$ cat src/rtl/cm_timer_pair.sv
module cm_timer_pair #(
  parameter int DIV_W = 13
) (
  input  logic        clk,
  input  logic        rst_n,
  input  logic        bus_sel,
  input  logic        bus_wr,
  input  logic        bus_half,
  input  logic [3:0]  bus_addr,
  input  logic [15:0] bus_wdata,
  output logic [15:0] bus_rdata,
  output logic [1:0]  irq_cmpa,
  output logic [1:0]  irq_cmpb,
  output logic [1:0]  irq_ovf
);
  localparam logic [2:0] RG_CTL = 3'd0, RG_STAT = 3'd1, RG_CMPA = 3'd2,
                         RG_CMPB = 3'd3, RG_CNT = 3'd4, RG_CKC = 3'd5;
  localparam logic [1:0] SRC_INT = 2'd1, SRC_LINK = 2'd3;
  localparam logic [1:0] CLR_A = 2'd1, CLR_B = 2'd2;

  logic [7:0] ctl [2];
  logic [7:0] stat [2];
  logic [7:0] cmpa [2];
  logic [7:0] cmpb [2];
  logic [7:0] cnt [2];
  logic [7:0] ckc [2];
  logic [DIV_W-1:0] div;

  // bus decode
  logic [2:0] rsel;
  logic       bch, bad_acc, wr_go;
  logic [1:0] we_ch, cnt_we;
  logic [7:0] wd [2];

  assign rsel    = bus_addr[3:1];
  assign bch     = bus_addr[0];
  assign bad_acc = (rsel > RG_CKC) ||
                   (bus_half && (bch || rsel == RG_CTL || rsel == RG_STAT));
  assign wr_go   = bus_sel && bus_wr && !bad_acc;
  assign we_ch[0] = wr_go && (bus_half || !bch);
  assign we_ch[1] = wr_go && (bus_half || bch);
  assign wd[0]   = bus_half ? bus_wdata[15:8] : bus_wdata[7:0];
  assign wd[1]   = bus_wdata[7:0];
  assign cnt_we  = (rsel == RG_CNT) ? we_ch : 2'b00;

  // prescaler taps
  function automatic logic tap(input logic [2:0] cks, input logic [DIV_W-1:0] d);
    case (cks)
      3'd1:    tap = 1'b1;
      3'd2:    tap = d[0];
      3'd3:    tap = &d[2:0];
      3'd4:    tap = &d[4:0];
      3'd5:    tap = &d[5:0];
      3'd6:    tap = &d[9:0];
      3'd7:    tap = &d[12:0];
      default: tap = 1'b0;
    endcase
  endfunction

  logic fused, tick0, tick1;
  assign fused = ckc[0][4:3] == SRC_LINK;
  assign tick0 = tap(ckc[0][2:0], div);
  assign tick1 = tap(ckc[1][2:0], div);

  // separate mode, channel 0
  logic step0, hit_a0, hit_b0, wrap0, clr0;
  assign step0  = !fused && ckc[0][4:3] == SRC_INT && tick0;
  assign hit_a0 = step0 && cnt[0] == cmpa[0];
  assign hit_b0 = step0 && cnt[0] == cmpb[0];
  assign wrap0  = step0 && cnt[0] == 8'hFF;
  assign clr0   = (hit_a0 && ctl[0][4:3] == CLR_A) || (hit_b0 && ctl[0][4:3] == CLR_B);

  // separate mode, channel 1 (internal or chained to channel 0 compare A)
  logic step1, hit_a1, hit_b1, wrap1, clr1;
  assign step1  = !fused && ((ckc[1][4:3] == SRC_INT && tick1) ||
                             (ckc[1][4:3] == SRC_LINK && hit_a0));
  assign hit_a1 = step1 && cnt[1] == cmpa[1];
  assign hit_b1 = step1 && cnt[1] == cmpb[1];
  assign wrap1  = step1 && cnt[1] == 8'hFF;
  assign clr1   = (hit_a1 && ctl[1][4:3] == CLR_A) || (hit_b1 && ctl[1][4:3] == CLR_B);

  // fused 16-bit mode
  logic        fstep, f_a, f_b, f_wrap, f_clr;
  logic [15:0] c16, n16;
  assign c16    = {cnt[0], cnt[1]};
  assign fstep  = fused && tick0;
  assign f_a    = fstep && c16 == {cmpa[0], cmpa[1]};
  assign f_b    = fstep && c16 == {cmpb[0], cmpb[1]};
  assign f_wrap = fstep && c16 == 16'hFFFF;
  assign f_clr  = (f_a && ctl[0][4:3] == CLR_A) || (f_b && ctl[0][4:3] == CLR_B);
  assign n16    = f_clr ? 16'h0000 : c16 + 16'h0001;

  logic [7:0] cnt_nx [2];
  always_comb begin
    if (fstep) begin
      cnt_nx[0] = n16[15:8];
      cnt_nx[1] = n16[7:0];
    end else begin
      cnt_nx[0] = step0 ? (clr0 ? 8'h00 : cnt[0] + 8'h01) : cnt[0];
      cnt_nx[1] = step1 ? (clr1 ? 8'h00 : cnt[1] + 8'h01) : cnt[1];
    end
  end

  always_ff @(posedge clk) begin
    if (!rst_n) begin
      div      <= '0;
      irq_cmpa <= '0;
      irq_cmpb <= '0;
      irq_ovf  <= '0;
      for (int c = 0; c < 2; c++) begin
        ctl[c]  <= 8'h00;
        stat[c] <= (c == 1) ? 8'h10 : 8'h00;
        cmpa[c] <= 8'hFF;
        cmpb[c] <= 8'hFF;
        cnt[c]  <= 8'h00;
        ckc[c]  <= 8'h00;
      end
    end else begin
      div <= div + 1'b1;
      irq_cmpa[0] <= (fused ? f_a    : hit_a0) && ctl[0][6];
      irq_cmpb[0] <= (fused ? f_b    : hit_b0) && ctl[0][7];
      irq_ovf[0]  <= (fused ? f_wrap : wrap0)  && ctl[0][5];
      irq_cmpa[1] <= hit_a1 && ctl[1][6];
      irq_cmpb[1] <= hit_b1 && ctl[1][7];
      irq_ovf[1]  <= wrap1  && ctl[1][5];
      for (int c = 0; c < 2; c++) begin
        cnt[c] <= cnt_we[c] ? wd[c] : cnt_nx[c];
        if (we_ch[c]) begin
          case (rsel)
            RG_CTL:  ctl[c]  <= wd[c] & 8'hF8;
            RG_STAT: stat[c] <= wd[c] & 8'h3F;
            RG_CMPA: cmpa[c] <= wd[c];
            RG_CMPB: cmpb[c] <= wd[c];
            RG_CKC:  ckc[c]  <= wd[c] & 8'h9F;
            default: ;
          endcase
        end
      end
    end
  end

  function automatic logic [7:0] rd_byte(input logic [2:0] r, input logic c);
    case (r)
      RG_CTL:  rd_byte = ctl[c];
      RG_STAT: rd_byte = c ? {4'b0001, stat[1][3:0]} : stat[0];
      RG_CMPA: rd_byte = cmpa[c];
      RG_CMPB: rd_byte = cmpb[c];
      RG_CNT:  rd_byte = cnt[c];
      RG_CKC:  rd_byte = ckc[c];
      default: rd_byte = 8'hFF;
    endcase
  endfunction

  assign bus_rdata = bad_acc  ? 16'hFFFF :
                     bus_half ? {rd_byte(rsel, 1'b0), rd_byte(rsel, 1'b1)} :
                                {8'h00, rd_byte(rsel, bch)};


  stopped_hold_chk: assert property (@(posedge clk) disable iff (!rst_n)
    (ckc[0] == 8'h00 && !cnt_we[0]) |=> $stable(cnt[0]));


  ovf_zero_chk: assert property (@(posedge clk) disable iff (!rst_n)
    (irq_ovf[0] && !$past(cnt_we[0])) |-> cnt[0] == 8'h00);


  clear_a_chk: assert property (@(posedge clk) disable iff (!rst_n)
    (irq_cmpa[0] && $past(ctl[0][4:3] == CLR_A) && !$past(cnt_we[0])) |-> cnt[0] == 8'h00);


  fused_quiet_chk: assert property (@(posedge clk) disable iff (!rst_n)
    $past(fused) |-> (irq_cmpa[1] == 1'b0 && irq_cmpb[1] == 1'b0 && irq_ovf[1] == 1'b0));


  reject_write_chk: assert property (@(posedge clk) disable iff (!rst_n)
    (bus_sel && bus_wr && bus_half && bus_addr[0]) |=>
      ($stable(cmpa[0]) && $stable(cmpa[1]) && $stable(cmpb[0]) &&
       $stable(cmpb[1]) && $stable(ckc[0]) && $stable(ckc[1])));
endmodule

$ cat config.mk
export PLATFORM = sky130hd
export DESIGN_NAME = cm_timer_pair
export DESIGN_NICKNAME = d
export VERILOG_FILES = /design/src/rtl/cm_timer_pair.sv
export SDC_FILE = /design/constraint.sdc
export NUM_CORES = 1
export LEC_CHECK = 0
export CORE_AREA = 3 3 109 111
export CTS_CLUSTER_DIAMETER = 80
export DETAILED_ROUTE_END_ITERATION = 10
export DIE_AREA = 0 0 112 114
export PLACE_DENSITY = 0.81
export SYNTH_ARGS = -nofsm -noshare
export SYNTH_HDL_FRONTEND = slang
export SYNTH_SLANG_ARGS = --single-unit
$ cat constraint.sdc
create_clock -name clk -period 3.3 [get_ports clk]
set_input_delay 0.495 -clock clk [delete_from_list [all_inputs] [get_ports clk]]
set_output_delay 0.495 -clock clk [all_outputs]
set_load 0.05 [all_outputs]
==> Word level (Yosys, flattened, before mapping) <==
Memory sizes are Yosys's and may differ from the RTL's.
Cells that the tools add are included.
{ "classes": {"n_addsub": 4, "n_lt_le_gt_ge": 1, "eq_ne": 36, "mux": 70, "n_bitwise": 12, "n_reduce_logical": 50} }
{ "ops": {"columns": ["op", "count"], "rows": [
  ["$pmux 8 s6", 3],
  ["$mux 8", 14],
  ["$mux 16", 4],
  ["$mux 1", 40],
  ["$eq 16x16->1", 2],
  ["$eq 8x8->1", 4],
  ["$logic_and 1x1->1", 32],
  ["$eq 3x3->1 const B", 10],
  ["$mux 6", 4],
  ["$eq 3x2->1 const B", 6],
  ["$add 16x1->16 const B", 1],
  ["$add 8x1->8 const B", 2],
  ["$eq 16x16->1 const B", 1],
  ["$eq 8x8->1 const B", 2],
  ["$pmux 1 s7", 2],
  ["$add 13x1->13 const B", 1],
  ["$reduce_and 13->1", 1],
  ["$or 1x1->1", 12],
  ["$mux 5", 2],
  ["$reduce_and 10->1", 1],
  ["$eq 3x1->1 const B", 3],
  ["$logic_or 1x1->1", 9],
  ["$eq 2x1->1 const B", 4],
  ["$eq 2x2->1 const B", 4],
  ["7 further kinds", 9]
]} }
{ "totals": {"regBits": 19, "mem_bits_rw": 82, "in_bits": 25, "elab_cells": 183, "memories": 6} }
{ "mem_list": {"columns": ["name", "depth", "word_bits", "read_ports", "rd_ports_with_merged_regs", "write_ports", "line_no", "rtl"], "rows": [
  ["cmpa", 2, 8, 3, 0, 2, "23", "logic [7:0] cmpa [2];"],
  ["cmpb", 2, 8, 3, 0, 2, "24", "logic [7:0] cmpb [2];"],
  ["cnt", 2, 8, 3, 0, 2, "25", "logic [7:0] cnt [2];"],
  ["ckc", 2, 6, 3, 0, 2, "26", "logic [7:0] ckc [2];"],
  ["stat", 2, 6, 2, 0, 2, "22", "logic [7:0] stat [2];"],
  ["ctl", 2, 5, 3, 0, 2, "21", "logic [7:0] ctl [2];"]
]} }

==> Logic depth before layout (Yosys ltp) <==
Gate-level depths: netlist of the first run.
An unclocked memory read counts as a cell.
{ "depth": {"depth_word": 17, "depth_mapped": 11, "ltp_nobuf": 10} }

==> Worst setup path after synthesis of the first run <==
Ideal clock, no wire load.
{ "synth_timing": {"path_kind": "input-to-output", "start": "input port bus_addr[1]", "end": "output port bus_rdata[7]", "arrival_time_ps": 2949, "required_time_ps": 2805, "slack_ps": -144, "path_stages": 7, "path_cell_list": "clkbuf_1 buf_1 clkbuf_1 nand3_1 a21oi_1 a2111oi_0 o21ai_0"} }
{ "synth_between": {"elab_chain_cells": 6, "word_cells_on_any_way": 15} }
{ "synth_lines": {"columns": ["element", "line_no", "rtl"], "rows": [
  ["start: declaration", "9", "input logic [3:0] bus_addr,"],
  ["branches (longest 5 deep; another with $mux 16)", null, null],
  ["$mux 16 *", "154", "assign bus_rdata = bad_acc ? 16'hFFFF :"],
  ["end: declaration", "11", "output logic [15:0] bus_rdata,"]
]} }
Mark *: on every way between the ends.

==> Worst setup path after layout of the first run <==
{ "layout_timing": {"start": "input port bus_addr[0]", "end": "output port bus_rdata[7]"} }
{ "layout_between": {"elab_chain_cells": 5, "word_cells_on_any_way": 12} }
{ "layout_lines": {"columns": ["element", "line_no"], "rows": [
  ["branches (longest 4 deep; another with $mem_v2 2x6)", null],
  ["$mux 16 *", "154"]
]} }
Marked as above.

==> run_results.csv, run 1 <==
group,metric,value,unit
timing,rsz0062_at_grt,"false",
power_and_ir_drop,leakagePower,2.77,nW
final_layout,diodes,0,
setup_path,crit_path_start_kind,"primary input",
grt,grt_pass1_vias,5497,
setup_path,critPathMaxFanout,5,
grt,grtUsageTotal,32.4,%
place,place_area,6970,um2
yosys,synth_area,6110,um2
yosys,synth_top_area_share,31.5,%
clocking,cts.hold.buffers_added,0,
timing,drv_slew,0,
clocking,cts_root_buffer,"clkbuf_8",
worst_hold_path,whs_path_depth,2,
timing,fin_setup_tns,0,ns
clocking,clkTransAtPathRegs,0.09,ns
final_layout,finish.utilization,65.8,%
place,dp_hpwl,15100,um
clocking,numCtsBuffers,9,
setup_path,cp.required,2.80,ns
worst_hold_path,hp-start,"div[8]",
floorplan,rows,38,
place,dp_slack,0.131,ns
yosys,synthMostInstantiatedCell,"nand2_1",
timing,layout_worst_path_cycle_share,93.6,%
route,drt-pass1-iter-count,6,
timing,slew_headroom,41.1,%
worst_hold_path,hp-class,"reg2reg",
yosys,synthCells,641,
setup_path,rr_worst_depth,10,
yosys,synth-seq-cells,99,
clocking,cts_setup_buffers,0,
setup_path,ff2ff_setup_slack,0.25,ns
timing,finClkSkew,0.0145,ns
yosys,avgSynthCellArea,9.53,um2
timing,fin_ws,0.212,ns
floorplan,die_h,114,um
yosys,synth_warnings,0,
power_and_ir_drop,power,2.77,mW
place,routabilityCongestion,0.984,
route,route.detailed.drc,0,
yosys,synth_cell_types,80,
timing,setup-violations-final,0,
timing,fin_crit,3.09,ns
clocking,tritoncts,"built",
floorplan,core_area,10900,um2
power_and_ir_drop,vdd_drop_max,258,uV
yosys,synth_edf_count,64,
route,ant_nets,0,
yosys,synth_nets,671,
power_and_ir_drop,power.density,387,nW/um2
floorplan,die_area,12800,um2
route,drt_iter0_markers,772,
power_and_ir_drop,switchingPower,0.834,mW
clocking,cts_htree_levels,3,
setup_path,arrival,2.59,ns
timing,worst_pin_slew,0.859,ns
grt,grt_max_degree,51,
timing,holdWs,0.517,ns
final_layout,n_fill_cell,874,
yosys,yosys.area.top_type,"edfxtp_1",
setup_path,r2r-start,"div[0]",
grt,grt_pass1_wl,31500,um
final_layout,syn_to_final_growth,17.2,%
power_and_ir_drop,p_comb_share,20.2,%
setup_path,r2r-end,"cnt[1][5]",
place,dpl.cell_count,821,
yosys,yosys-top-cells-area,"edfxtp_1 31%, dfxtp_1 11%, xor2_1 5.2%",
place,io_buffers,46,
yosys,synthArstFlopShare,0,%
clocking,clock-sinks,99,
timing,hold_viol,0,
power_and_ir_drop,power_frac_seq,52.1,%
flow_run,cap_viol_max_count,0,
power_and_ir_drop,switching_share,30.1,%
yosys,synthFlopType,"edfxtp_1",
floorplan,initial_core_util,56.1,%
final_layout,final_cells,837,
floorplan,dieWidth,112,um
power_and_ir_drop,pwr-share-clk,27.7,%
route,avgViaCountPerCell,6.71,
setup_path,path_class,"in2out",
grt,antenna_found_initial,0,
worst_hold_path,hold_end,"div[8]",
power_and_ir_drop,internal-power,1.94,mW
setup_path,end_kind,"primary output",
yosys,synthTopCellsByCount,"67 x nand2_1, 64 x edfxtp_1, 40 x nor2_1",
final_layout,fin_nets,722,
floorplan,io_pins,47,
yosys,seq_area_frac_synth,42.9,%
route,num_vias,5620,
route,wl_per_cell,24.0,um
status,status,"finished, final reports clean",
route,totalWireLength,20100,um
timing,clock.fmax,324,MHz
clocking,insertion_delay,0.39,ns
final_layout,finalInstanceArea,7160,um2
clocking,clockBufferDepth,2,
grt,overflow,0,
final_layout,layout-drive-gt1-share,15.2,%
==> flip-flops by register name (all words and copies together) (netlist names) <==
register	count
ctl	10
div	13
ckc	12
stat	10
irq_cmpa	2
irq_cmpb	2
cnt	16
cmpa	16
cmpb	16
irq_ovf	2
==> cells in the final DEF (no fill, tap or decap), types with 9 or more instances in the layout <==
cell type        instances
mux2i_1                 23
and2_1                  20
clkbuf_8                10
dfxtp_1                 35
inv_1                   12
edfxtp_1                64
a211oi_1                 9
and3_1                  26
nor2_1                  39
xor2_1                  36
clkdlybuf4s50_1         29
a21oi_1                 17
or3_1                   19
buf_12                  14
nand3_1                 33
buf_4                   43
a22oi_1                  9
nand2_1                 67
o21ai_0                 33
==> power groups by stage <==
stage	sequential, mW	combinational [mW]	clock, mW
floorplan	1.43	0.318	0
global placement	1.47	0.543	0
detailed placement	1.47	0.548	0
CTS	1.44	0.551	0.771
global route	1.45	0.589	0.823
finish	1.44	0.560	0.768
==> routing by layer <==
| metal | wire [um] | share of wire, % | vias up | track usage, % |
|---|---|---|---|---|
| met3 | 2240 | 11 | 75 | 9.55 |
| met1 | 7910 | 39 | 2640 | 42.8 |
| li1 | - | - | 2497 | - |
| met5 | 0 | 0 | - | 0 |
| met4 | 795 | 4.0 | 0 | 12.3 |
| met2 | 9130 | 45 | 408 | 50.7 |
==> logic make-up (layout without fill, tap and decap cells) <==
| group | Yosys count | after routing | synth area share [%] |
|---|---|---|---|
| buf+inv | 59 | 115 | 4.22 |
| flops | 99 | 99 | 42.9 |
| compound gates | 141 | 141 | 17.0 |
| fa+ha+maj | 5 | 5 | 1.02 |
| simple gates | 266 | 266 | 23.5 |
| mux | 31 | 31 | 5.61 |
| xor+xnor | 40 | 40 | 5.74 |
==> repair_timing <==
action	4_1_cts	5_1_grt
endpoints found under the hold margin	0	0
resized for setup	0	2
endpoints found under the setup margin	0	8
==> cell type report <==
cell class	instances	area (um2)	share of cell area (%)
multi-input cells	483	3240	45.2
inverters	12	45.0	0.629
clock inverters	2	10.0	0.140
flip-flops and latches	99	2620	36.6
repair buffers	87	898	12.5
clock buffers	14	174	2.43
well taps	140	175	2.45
==> worst max-delay path by stage <==
| stage | start | end | depth (start not counted) | slack [ns] |
|---|---|---|---|---|
| detailed placement | div[0] | cnt[1][5] | 10 | 0.13 |
| CTS | div[0] | cnt[1][5] | 10 | 0.11 |
| floorplan | bus_addr[1] | bus_rdata[0] | 7 | -0.14 |
| finish | bus_addr[0] | bus_rdata[7] | 8 | 0.21 |
| global placement | div[0] | cnt[1][4] | 10 | 0.21 |
| global route | div[0] | cnt[1][5] | 10 | 0.06 |
==> critical path, stage by stage <==
cell	delay (ns)
clkdlybuf4s50_1	0.62
buf_4	0.21
mux2i_1	0.19
o22ai_1	0.09
a2111oi_0	0.48
buf_4	0.20
o21ai_1	0.11
buf_12	0.19
(Power assumes the default switching activity.)
==> run 2, diff against run 1 <==
==> constraint.sdc (replaced) <==
create_clock -name clk -period 3.3 [get_ports clk]
set_input_delay 0.99 -clock clk [delete_from_list [all_inputs] [get_ports clk]]
set_output_delay 0.99 -clock clk [all_outputs]
set_load 0.05 [all_outputs]
==> run_results.csv, run 2 (synthesis gave the netlist of run 1 again) <==
group,metric,value,unit
clocking,cts_htree_levels,3,
timing,fin_setup_tns,-0.122,ns
final_layout,fin_nets,792,
power_and_ir_drop,power.density,362,nW/um2
timing,worst_pin_slew,0.706,ns
worst_hold_path,hp-class,"reg2reg",
timing,setup-violations-final,6,
route,num_vias,5927,
status,status,"finished with violations",
flow_run,cap_viol_max_count,0,
worst_hold_path,whs_path_depth,2,
place,routabilityCongestion,0.939,
grt,antenna_found_initial,0,
final_layout,layout-drive-gt1-share,29.5,%
route,totalWireLength,21200,um
timing,rsz0062_at_grt,"true",
route,drt-pass1-iter-count,6,
power_and_ir_drop,leakagePower,3.23,nW
clocking,cts_root_buffer,"clkbuf_8",
timing,fin_crit,3.35,ns
clocking,clockBufferDepth,2,
setup_path,critPathMaxFanout,6,
timing,hold_viol,0,
grt,grt_pass1_wl,32600,um
grt,overflow,0,
power_and_ir_drop,vdd_drop_max,339,uV
floorplan,io_pins,47,
floorplan,dieWidth,112,um
route,ant_nets,0,
place,place_area,7430,um2
clocking,insertion_delay,0.38,ns
setup_path,path_class,"in2out",
clocking,clkTransAtPathRegs,0.09,ns
setup_path,arrival,2.36,ns
route,avgViaCountPerCell,6.53,
floorplan,die_area,12800,um2
route,drt_iter0_markers,743,
timing,fin_ws,-0.0497,ns
grt,grt_pass1_vias,5817,
final_layout,reg.largest.list,"cmpa: 16 flops, cmpb: 16 flops, cnt: 16 flops",
setup_path,cp.required,2.31,ns
floorplan,rows,38,
clocking,numCtsBuffers,9,
clocking,tritoncts,"built",
setup_path,rr_worst_depth,7,
grt,grtUsageTotal,33.5,%
floorplan,die_h,114,um
floorplan,core_area,10900,um2
route,wl_per_cell,23.4,um
status,failed_checks,"setup timing",
clocking,cts.hold.buffers_added,0,
final_layout,finalInstanceArea,8090,um2
timing,layout_worst_path_cycle_share,102,%
final_layout,mostFrequentLayoutCells,"98 x buf_4, 64 x edfxtp_1, 61 x nand2_1",
clocking,clock-sinks,99,
final_layout,syn_to_final_growth,32.4,%
final_layout,layout_commonest_cell,"buf_4",
final_layout,diodes,0,
route,route.detailed.drc,0,
timing,drv_slew,0,
setup_path,end_kind,"primary output",
timing,finClkSkew,0.00924,ns
timing,clock.fmax,299,MHz
place,dp_hpwl,15600,um
floorplan,initial_core_util,56.1,%
grt,grt_max_degree,51,
timing,slew_headroom,52.9,%
place,io_buffers,46,
setup_path,crit_path_start_kind,"primary input",
[run 2: cell types whose count changed in the layout (fill, tap and decap cells not counted), moves of 4 or more]
| cell | delta |
|---|---|
| a21oi_2 | +4 |
| nand2_2 | +6 |
| buf_4 | +55 |
| clkdlybuf4s50_1 | -4 |
| nand2_1 | -6 |
| mux2i_1 | -4 |
| o21ai_2 | +8 |
| buf_6 | +10 |
| o21ai_0 | -11 |
| a21oi_1 | -5 |
[run 2: cell type report]
class | instances | area, um2
Sequential cell | 99 | 2620
Clock buffer | 13 | 181
Inverter | 12 | 46.3
Timing Repair Buffer | 157 | 1530
Fill cell | 767 | 2800
Multi-Input combinational cell | 483 | 3510
Clock inverter | 3 | 18.8
Tap cell | 140 | 175
[run 2: power breakdown]
group	leakage (nW)	internal [mW]	total [mW]	switching, mW
clock	0.108	0.364	0.783	0.419
sequential	0.910	1.37	1.45	0.0742
combinational	2.21	0.319	0.697	0.379
total	3.23	2.05	2.92	0.872
[run 2: final timing paths]
path / start / end / slack [ns]
worst max-delay path: bus_addr[1] / bus_rdata[2] / -0.05
worst min register to register: div[8] / div[8] / 0.52
worst min-delay path: div[8] / div[8] / 0.52
worst max register to register: cnt[0][4] / cnt[0][7] / 0.30
[run 2: stage by stage]
step / setup WS (ns) / cells / util, % / hold WS, ns / power (mW)
floorplan: -0.0180 / 641 / - / 0.455 / 1.77
global placement: -0.688 / 874 / 68.2 / 0.489 / 2.06
detailed placement: -0.683 / 874 / 68.2 / 0.504 / 2.07
CTS: -0.0498 / 903 / 73.2 / 0.520 / 2.89
global route: -0.152 / 907 / 74.3 / 0.571 / 3.01
finish: -0.0497 / 907 / 74.3 / 0.516 / 2.92
[run 2: repair_timing]
action | in CTS | in global routing
setup buffers | 11 | 3
gates cloned | 2 | 1
setup endpoints to repair | 20 | 16
resized for setup | 71 | 27
pin swaps | 15 | 14
[run 2: worst max-delay path: stages]
cell,delay (ns)
buf_12,0.13
mux2_4,0.30
a222oi_1,0.30
buf_4,0.18
mux2i_1,0.07
o21ai_1,0.14
nand2_2,0.09
buf_12,0.15
[run 2: metal layers]
metal | share of wire, % | global-route usage (%) | up-vias | wire, um
met4 | 3.7 | 11.1 | 0 | 781
li1 | - | - | 2638 | -
met2 | 48 | 55.2 | 394 | 10100
met1 | 38 | 44.4 | 2821 | 8140
met5 | 0 | 0 | - | 0
met3 | 10 | 6.90 | 74 | 2200
